File: config.mk
export PLATFORM = sky130hd
export DESIGN_NAME = nibble_acc_alu
export DESIGN_NICKNAME = d
export VERILOG_FILES = /design/src/rtl/nacc_pkg.sv /design/src/rtl/nacc_rst_sync.sv /design/src/rtl/nacc_adder.sv /design/src/rtl/nacc_exec.sv /design/src/rtl/nibble_acc_alu.sv
export SDC_FILE = /design/constraint.sdc
export NUM_CORES = 1
export LEC_CHECK = 0
export BUFFER_PORTS_ARGS = -buffer_cell sky130_fd_sc_hd__buf_4
export CAP_MARGIN = 15
export CORE_MARGIN = 1
export CORE_UTILIZATION = 45
export DETAILED_ROUTE_END_ITERATION = 10
export PLACE_DENSITY = 0.72
export SLEW_MARGIN = 20
export SYNTH_ARGS = -nofsm -noshare
export SYNTH_HDL_FRONTEND = slang
export SYNTH_SLANG_ARGS = --single-unit
export TNS_END_PERCENT = 30
File: constraint.sdc
create_clock -name clk -period 0.97 [get_ports clk]
set_input_delay 0.194 -clock clk [delete_from_list [all_inputs] [get_ports clk]]
set_output_delay 0.194 -clock clk [all_outputs]
set_load 0.005 [all_outputs]
File: src/rtl/nacc_pkg.sv
package nacc_pkg;
  localparam int OP_W = 3;

  typedef enum logic [OP_W-1:0] {
    OP_ADD  = 3'd0,
    OP_SUB  = 3'd1,
    OP_LDR  = 3'd2,
    OP_LDI  = 3'd3,
    OP_XCH  = 3'd4,
    OP_INC  = 3'd5,
    OP_RSV6 = 3'd6,
    OP_RSV7 = 3'd7
  } nacc_op_e;
endpackage

File: src/rtl/nacc_rst_sync.sv
module nacc_rst_sync #(
  parameter int STAGES = 2
) (
  input  logic clk,
  input  logic rst_n,
  output logic rst_sync_n
);
  logic [STAGES-1:0] chain_q;

  always_ff @(posedge clk or negedge rst_n) begin
    if (!rst_n) chain_q <= '0;
    else        chain_q <= {chain_q[STAGES-2:0], 1'b1};
  end

  assign rst_sync_n = chain_q[STAGES-1];
endmodule

File: src/rtl/nacc_adder.sv
module nacc_adder #(
  parameter int W = 4
) (
  input  logic [W-1:0] a,
  input  logic [W-1:0] b,
  input  logic         cin,
  output logic [W-1:0] sum,
  output logic         cout
);
  logic [W:0] c;

  assign c[0] = cin;

  for (genvar i = 0; i < W; i++) begin : g_bit
    assign sum[i]  = a[i] ^ b[i] ^ c[i];
    assign c[i+1]  = (a[i] & b[i]) | (c[i] & (a[i] ^ b[i]));
  end

  assign cout = c[W];
endmodule

File: src/rtl/nacc_exec.sv
module nacc_exec
  import nacc_pkg::*;
#(
  parameter int W = 4
) (
  input  logic [OP_W-1:0] op,
  input  logic [W-1:0]    acc_q,
  input  logic            carry_q,
  input  logic [W-1:0]    opnd,
  input  logic [W-1:0]    imm,
  output logic [W-1:0]    acc_d,
  output logic            carry_d,
  output logic            wb_d,
  output logic [W-1:0]    wb_data_d
);
  logic [W-1:0] add_a, add_b, add_sum;
  logic         add_cin, add_cout;

  // One shared adder: add, subtract (inverted operand) and increment.
  always_comb begin
    add_a   = acc_q;
    add_b   = opnd;
    add_cin = carry_q;
    unique case (nacc_op_e'(op))
      OP_SUB:  add_b = ~opnd;
      OP_INC:  begin
        add_a   = opnd;
        add_b   = '0;
        add_cin = 1'b1;
      end
      default: ;
    endcase
  end

  nacc_adder #(.W(W)) u_adder (
    .a   (add_a),
    .b   (add_b),
    .cin (add_cin),
    .sum (add_sum),
    .cout(add_cout)
  );

  always_comb begin
    acc_d     = acc_q;
    carry_d   = carry_q;
    wb_d      = 1'b0;
    wb_data_d = add_sum;
    unique case (nacc_op_e'(op))
      OP_ADD, OP_SUB: begin
        acc_d   = add_sum;
        carry_d = add_cout;
      end
      OP_LDR: acc_d = opnd;
      OP_LDI: acc_d = imm;
      OP_XCH: begin
        acc_d     = opnd;
        wb_d      = 1'b1;
        wb_data_d = acc_q;
      end
      OP_INC: wb_d = 1'b1;
      default: ;
    endcase
  end
endmodule

File: src/rtl/nibble_acc_alu.sv
module nibble_acc_alu
  import nacc_pkg::*;
#(
  parameter int W     = 4,
  parameter int SEL_W = 4
) (
  input  logic             clk,
  input  logic             rst_n,
  input  logic             cmd_valid,
  input  logic [OP_W-1:0]  cmd_op,
  input  logic [SEL_W-1:0] reg_sel,
  input  logic [W-1:0]     reg_data,
  input  logic [W-1:0]     imm,
  output logic [W-1:0]     acc,
  output logic             carry,
  output logic             wb_en,
  output logic [SEL_W-1:0] wb_sel,
  output logic [W-1:0]     wb_data
);
  logic             rst_sync_n;
  logic [W-1:0]     acc_q, acc_d, wb_data_q, wb_data_d;
  logic             carry_q, carry_d, wb_d, wb_en_q;
  logic [SEL_W-1:0] wb_sel_q;
  logic             wb_load;

  nacc_rst_sync #(.STAGES(2)) u_rst_sync (
    .clk       (clk),
    .rst_n     (rst_n),
    .rst_sync_n(rst_sync_n)
  );

  nacc_exec #(.W(W)) u_exec (
    .op       (cmd_op),
    .acc_q    (acc_q),
    .carry_q  (carry_q),
    .opnd     (reg_data),
    .imm      (imm),
    .acc_d    (acc_d),
    .carry_d  (carry_d),
    .wb_d     (wb_d),
    .wb_data_d(wb_data_d)
  );

  assign wb_load = cmd_valid & wb_d;

  always_ff @(posedge clk or negedge rst_sync_n) begin
    if (!rst_sync_n) begin
      acc_q   <= '0;
      carry_q <= 1'b0;
    end else if (cmd_valid) begin
      acc_q   <= acc_d;
      carry_q <= carry_d;
    end
  end

  always_ff @(posedge clk or negedge rst_sync_n) begin
    if (!rst_sync_n) wb_en_q <= 1'b0;
    else             wb_en_q <= wb_load;
  end

  always_ff @(posedge clk or negedge rst_sync_n) begin
    if (!rst_sync_n) begin
      wb_sel_q  <= '0;
      wb_data_q <= '0;
    end else if (wb_load) begin
      wb_sel_q  <= reg_sel;
      wb_data_q <= wb_data_d;
    end
  end

  assign acc     = acc_q;
  assign carry   = carry_q;
  assign wb_en   = wb_en_q;
  assign wb_sel  = wb_sel_q;
  assign wb_data = wb_data_q;
endmodule

* Yosys cells after proc, flatten, opt, wreduce, memory -nomap -nowiden
Cells that the tools add are included.
** Storage, ports and cells
- Flip-flop bits (word level) :: 16
- Bits in latches :: 0
- RAM bits :: 0
- Bits in read-only memories :: 0
- Memories kept :: 0
** Cells by class
- $add $sub $neg :: 0
- $mul :: 0
- Div/mod/pow operators :: 0
- $lt $le $gt $ge :: 0
- Equality and inequality tests :: 5
- Shift operators :: 0
- Multiplexer cells :: 6
- Bitwise operators :: 22
- Reductions and logical operators :: 7
** Operators by type and width (number)
- $pmux W4 S3 :: 1
- $and A1 B1 Y1 :: 9
- $mux W4 :: 2
- $pmux W4 S2 :: 1
- $xor A1 B1 Y1 :: 8
- $eq A3 B2 Y1 const B :: 2
- $eq A3 B3 Y1 const B :: 2
- $reduce_or A2 Y1 :: 3
- $not A4 Y4 :: 1
- $or A1 B1 Y1 :: 4
- $reduce_and A2 Y1 :: 2
- $eq A3 B1 Y1 const B :: 1
- $logic_not A3 Y1 :: 1
- $reduce_bool A3 Y1 :: 1
- $mux W1 :: 2

* Logic depth before layout (Yosys ltp)
- Depth after elaboration :: 11
- Depth in mapped cells :: 13

* Hierarchy
From an unflattened synthesis, not the netlist that was laid out.
** Unflattened totals
- Cells, all modules :: 95
- Area total of the unflattened synthesis :: 1141.1 um^2
** Modules (own cells, without submodules)
- nibble_acc_alu :: times used 1, cells an instance 30, area an instance 561.8 um^2
- nacc_exec :: times used 1, cells an instance 48, area an instance 407.9 um^2
- nacc_adder :: times used 1, cells an instance 14, area an instance 117.6 um^2
- nacc_rst_sync :: times used 1, cells an instance 3, area an instance 53.8 um^2

* Worst setup path before layout
OpenSTA, ideal clock, no wires.
- Kind :: input to register
- From :: in cmd_op[2]
- To :: reg acc_q[3], in the netlist acc[3]
- Data arrival time :: 2.820 ns
- Required time :: 0.866 ns
- Slack :: -1.954 ns
- Stages on the path :: 12
- Buffers on the path :: 1
- Cells stage by stage :: buf_4 nand3b_2 mux2_2 fa_1 fa_1 inv_1 fa_1 inv_1 fa_1 nand2b_1 a21boi_1 o41ai_2
** On the way
- Cells in the longest elaborated chain, start to end :: 11
- Elaborated cells between the ends (all ways) :: 28
** RTL lines
- start, declared :: line nibble_acc_alu.sv:10 : input logic [OP_W-1:0] cmd_op,
- $eq A3 B3 Y1 / $eq A3 B1 Y1 (equally long branches) :: line nacc_exec.sv:24, nacc_exec.sv:48
- $pmux W4 S2 / $mux W4 (equally long branches) :: line nacc_exec.sv:24 : unique case (nacc_op_e'(op))
- $xor A1 B1 Y1 :: line nacc_adder.sv:16 : assign c[i+1] = (a[i] & b[i]) | (c[i] & (a[i] ^ b[i]));
- $and A1 B1 Y1 :: line nacc_adder.sv:16
- $or A1 B1 Y1 :: line nacc_adder.sv:16
- $and A1 B1 Y1 :: line nacc_adder.sv:16
- $or A1 B1 Y1 :: line nacc_adder.sv:16
- $and A1 B1 Y1 :: line nacc_adder.sv:16
- $or A1 B1 Y1 :: line nacc_adder.sv:16
- $xor A1 B1 Y1 :: line nacc_adder.sv:15 : assign sum[i] = a[i] ^ b[i] ^ c[i];
- $pmux W4 S3 :: line nacc_exec.sv:48 : unique case (nacc_op_e'(op))
- end signal, assigned :: line nibble_acc_alu.sv:48 : acc_q <= '0;
- end signal, assigned :: line nibble_acc_alu.sv:51 : acc_q <= acc_d;
- end, declared :: line nibble_acc_alu.sv:21 : logic [W-1:0] acc_q, acc_d, wb_data_q, wb_data_d;
Several ways; a longest one is shown, not always the timed one.
A chain may end at the register's enable or synchronous reset.

* Worst setup path in the final report
- From :: reg acc_q[0], in the netlist acc[0]
- To :: reg acc_q[3], in the netlist acc[3]
** On the way
- Cells in the longest elaborated chain, start to end :: 10
- Elaborated cells between the ends (all ways) :: 11
** RTL lines (line)
- $mux W4 * :: nacc_exec.sv:24
- $xor A1 B1 Y1 :: nacc_adder.sv:16
- $and A1 B1 Y1 :: nacc_adder.sv:16
- $or A1 B1 Y1 * :: nacc_adder.sv:16
- $and A1 B1 Y1 * :: nacc_adder.sv:16
- $or A1 B1 Y1 * :: nacc_adder.sv:16
- $and A1 B1 Y1 * :: nacc_adder.sv:16
- $or A1 B1 Y1 * :: nacc_adder.sv:16
- $xor A1 B1 Y1 * :: nacc_adder.sv:15
- $pmux W4 S3 * :: nacc_exec.sv:48
Mark *: on every way between the ends. The rest lies on a longest branch, timed or not.

==> impl_results.md <==
* Status: complete, but fails checks
* Failing checks: setup timing
* Final Non-Filler Cells at 180
* Int Pwr at slightly below 2000 uW
* Largest fanout on the critical path at 3
* Layout cell share with drive strength beyond 1 at 0.533
* Die H at roughly 50 um
* Largest net degree at the start of global routing at 15
* Setup Total Neg Slack at -11.64 ns
* Starting density of the core at 0.477
* Static leakage at around 0.0008 uW
* Cts bufs inserted at 3
* Final worst setup slack at -1.75 ns
* Vias at 900
* Worst path slowest cell: fa_1
* Synth warn at 0
* Syn_area_per_cell at about 11 sq um
* CTS tree: yes
* Reg clk slew, reported paths at around 0.10 ns
* Critical path class: register to register
* Clock share of power at 0.153
* # Max-Cap Violations at 0
* IO Count at 32
* Antenna violations before repair at 0
* Fmax at between 0.3 and 0.4 GHz
* Final Hold Violating Endpoints at 0
* Fin Clk Skew at between 0.0015 and 0.002 ns
* Fraction of registers with async set/reset at 1.00
* H-tree Lvls at 1
* CORE AREA at about 2200 sq um
* Placer Congestion at between 0.8 and 0.9
* Crit end category: register
* Min Tclk post-route at 2.72 ns
* Netlist cell types at 29
* RSZ-0062 raised after global routing: yes
* Final setup vio count at 24
* Fin. max-slew vios at 0
* WL/cell at around 15 um
* Die area at roughly 2500 sq um
* Overall Global Routing Usage at 0.243
* Syn Nets at 121
* Skew-Pair Late Insertion Delay at 0.29 ns
* EDFF count, synth at 0
* Gate power share at 0.522
* I/O Buffers at 31
* NetSw at 931 uW
* Mapped Area at 1040 sq um
* Critical path cell sequence: mux2_4, fa_2, fa_2, inv_2, fa_1, inv_1, fa_1, nand2b_1, a21boi_1, o41ai_2
* Post-synthesis sequential area ratio at 0.383
* Max incr delay on CP at just over 0.5 ns
* Final wirelength at about 2700 um
* Diode count at 0
* First-pass GRT wire length at about 4500 um
* Switching Share at 0.321
* PD cells at ~1800 nW/um^2
* CP Launch Type: register
* # clock sinks at 16
* Dpl cells at roughly 180
* Via density at around 5
* Die width at roughly 50 um
* Crit share post-route at 2.80
* Remaining DRCs at 0
* Vias in the first global route at 1000
* Drt first pass iters at 4
* Clock root cell: clkbuf_4
* WP data required at 1.17 ns
* Number of setup buffers added after CTS at 0
* Area growth, synth to finish at 53.4%
* Post-DP HPWL at around 2100 um
* Total Nets Final at ~180
* Cells after Synth at 99
* Hold/Removal Path Class: primary input to register
* Global route overflow at 0
* Bufs on Longest Clock Path at 2
* Yosys reg bits at 16
* Antenna violation net count after detailed routing at 0
* Cell Rows at 17
* WP data arrival at about 2.9 ns
* Synth Flop Type: dfrtp_1
* DRT iter0 DRCs at 14
* Seq pwr share at 0.325
* Peak supply drop at around 1.1 mV
[flip-flops by register name (all words and copies together), names as in the netlist]
name                flops
carry                   1
wb_en                   1
wb_data                 4
wb_sel                  4
acc                     4
u_rst_sync.chain_q      2
[logic make-up after synthesis]
| group | count (synthesis) | synth area share |
|---|---|---|
| other | 1 | 0.00359 |
| DFF | 16 | 0.383 |
| xor gates and xnor gates | 1 | 0.0156 |
| muxes | 12 | 0.128 |
| adders and majority gates | 4 | 0.0766 |
| and+or+nand+nor | 35 | 0.186 |
| AOI/OAI and AO/OA | 21 | 0.160 |
| buffers and inverters | 9 | 0.0467 |
[critical path, delay by kind of cell (launching register included)]
kind	cells	cell delay, ns
AOI/OAI and AO/OA	2	0.37
adders and majority gates	4	1.35
muxes	1	0.27
and+or+nand+nor	1	0.12
DFF	1	0.41
buffers and inverters	2	0.11
[cell type report]
type                    instances  area, sq um
clock buffers                   4         36.3
inverters                       4         15.0
fillers                       160          588
repair buffers                 54          483
well taps                      28         35.0
flip-flops and latches         16          400
multi-input cells              74          633
[timing repair]
action / 4_1_cts / 5_1_grt
endpoints found under the setup margin: 27 / 27
resized for setup: 27 / 1
pin swaps: 7 / 1
hold buffers: 1 / 0
endpoints found under the hold margin: 2 / 0
[cells in the mapped netlist (2+ instances only)]
master    count  area [sq um]
mux2_2        7          78.8
o21ai_1       3          15.0
o41ai_2       4          65.1
nand2_1      11          41.3
mux2i_1       4          40.0
dfrtp_1      16           400
fa_1          4          80.1
a21boi_1      2          15.0
o21ai_0       9          45.0
nand2b_1      7          43.8
buf_2         3          15.0
inv_1         4          15.0
nor3_1        8          40.0
nor2_1        2          7.51
[routing by layer]
layer,GRT usage,part of all wire
met1,0.313,0.44
met2,0.413,0.54
met3,0.0485,0.021
met4,0.0571,0
met5,0,0
[through the flow]
stage | area, sq um | utilization | hold slack (ns) | setup WS (ns) | total power (uW)
after CTS | 1600 | 0.730 | 0.133 | -1.76 | 2910
after global placement | 1470 | 0.669 | -0.0240 | -1.85 | 2180
final | 1600 | 0.732 | 0.132 | -1.75 | 2900
after global routing | 1600 | 0.732 | 0.107 | -1.86 | 3100
after detailed placement | 1470 | 0.669 | -0.0215 | -1.95 | 2240
after floorplan | 1080 | - | -0.102 | -1.76 | 1590
[placed cells by master (no fill, tap or decap), drive strengths merged, types with 2 or more instances in the layout]
master,count
o21ai,12
buf,53
inv,4
a21boi,3
nand2,11
nor2,2
mux2,8
o41ai,4
mux2i,4
dfrtp,16
fa,4
nand2b,8
nor3,8
clkbuf,4
nand3b,2
[power groups by stage]
stage / registers (uW) / clock network (uW) / logic, uW
2_1_floorplan: 955 / 0 / 633
3_3_place_gp: 924 / 0 / 1260
3_5_place_dp: 931 / 0 / 1310
4_1_cts: 945 / 448 / 1520
5_1_grt: 960 / 505 / 1640
6_report: 943 / 445 / 1510
[path summary, 6_finish.rpt]
| kind | start | endpoint | slack [ns] | cells past startpoint |
|---|---|---|---|---|
| worst max-delay path | acc[0] | acc[3] | -1.75 | 10 |
| worst min-delay path | reg_sel[2] | wb_sel[2] | 0.13 | 2 |
| worst max register to register | acc[0] | acc[3] | -1.75 | 10 |
| worst min register to register | u_rst_sync.chain_q[1] | wb_sel[0] | 0.18 | 1 |
| max in group asynchronous | u_rst_sync.chain_q[1] | wb_data[1] | 0.62 | 1 |
| min in group asynchronous | u_rst_sync.chain_q[1] | wb_sel[0] | 0.18 | 1 |
(Power assumes the default switching activity.)
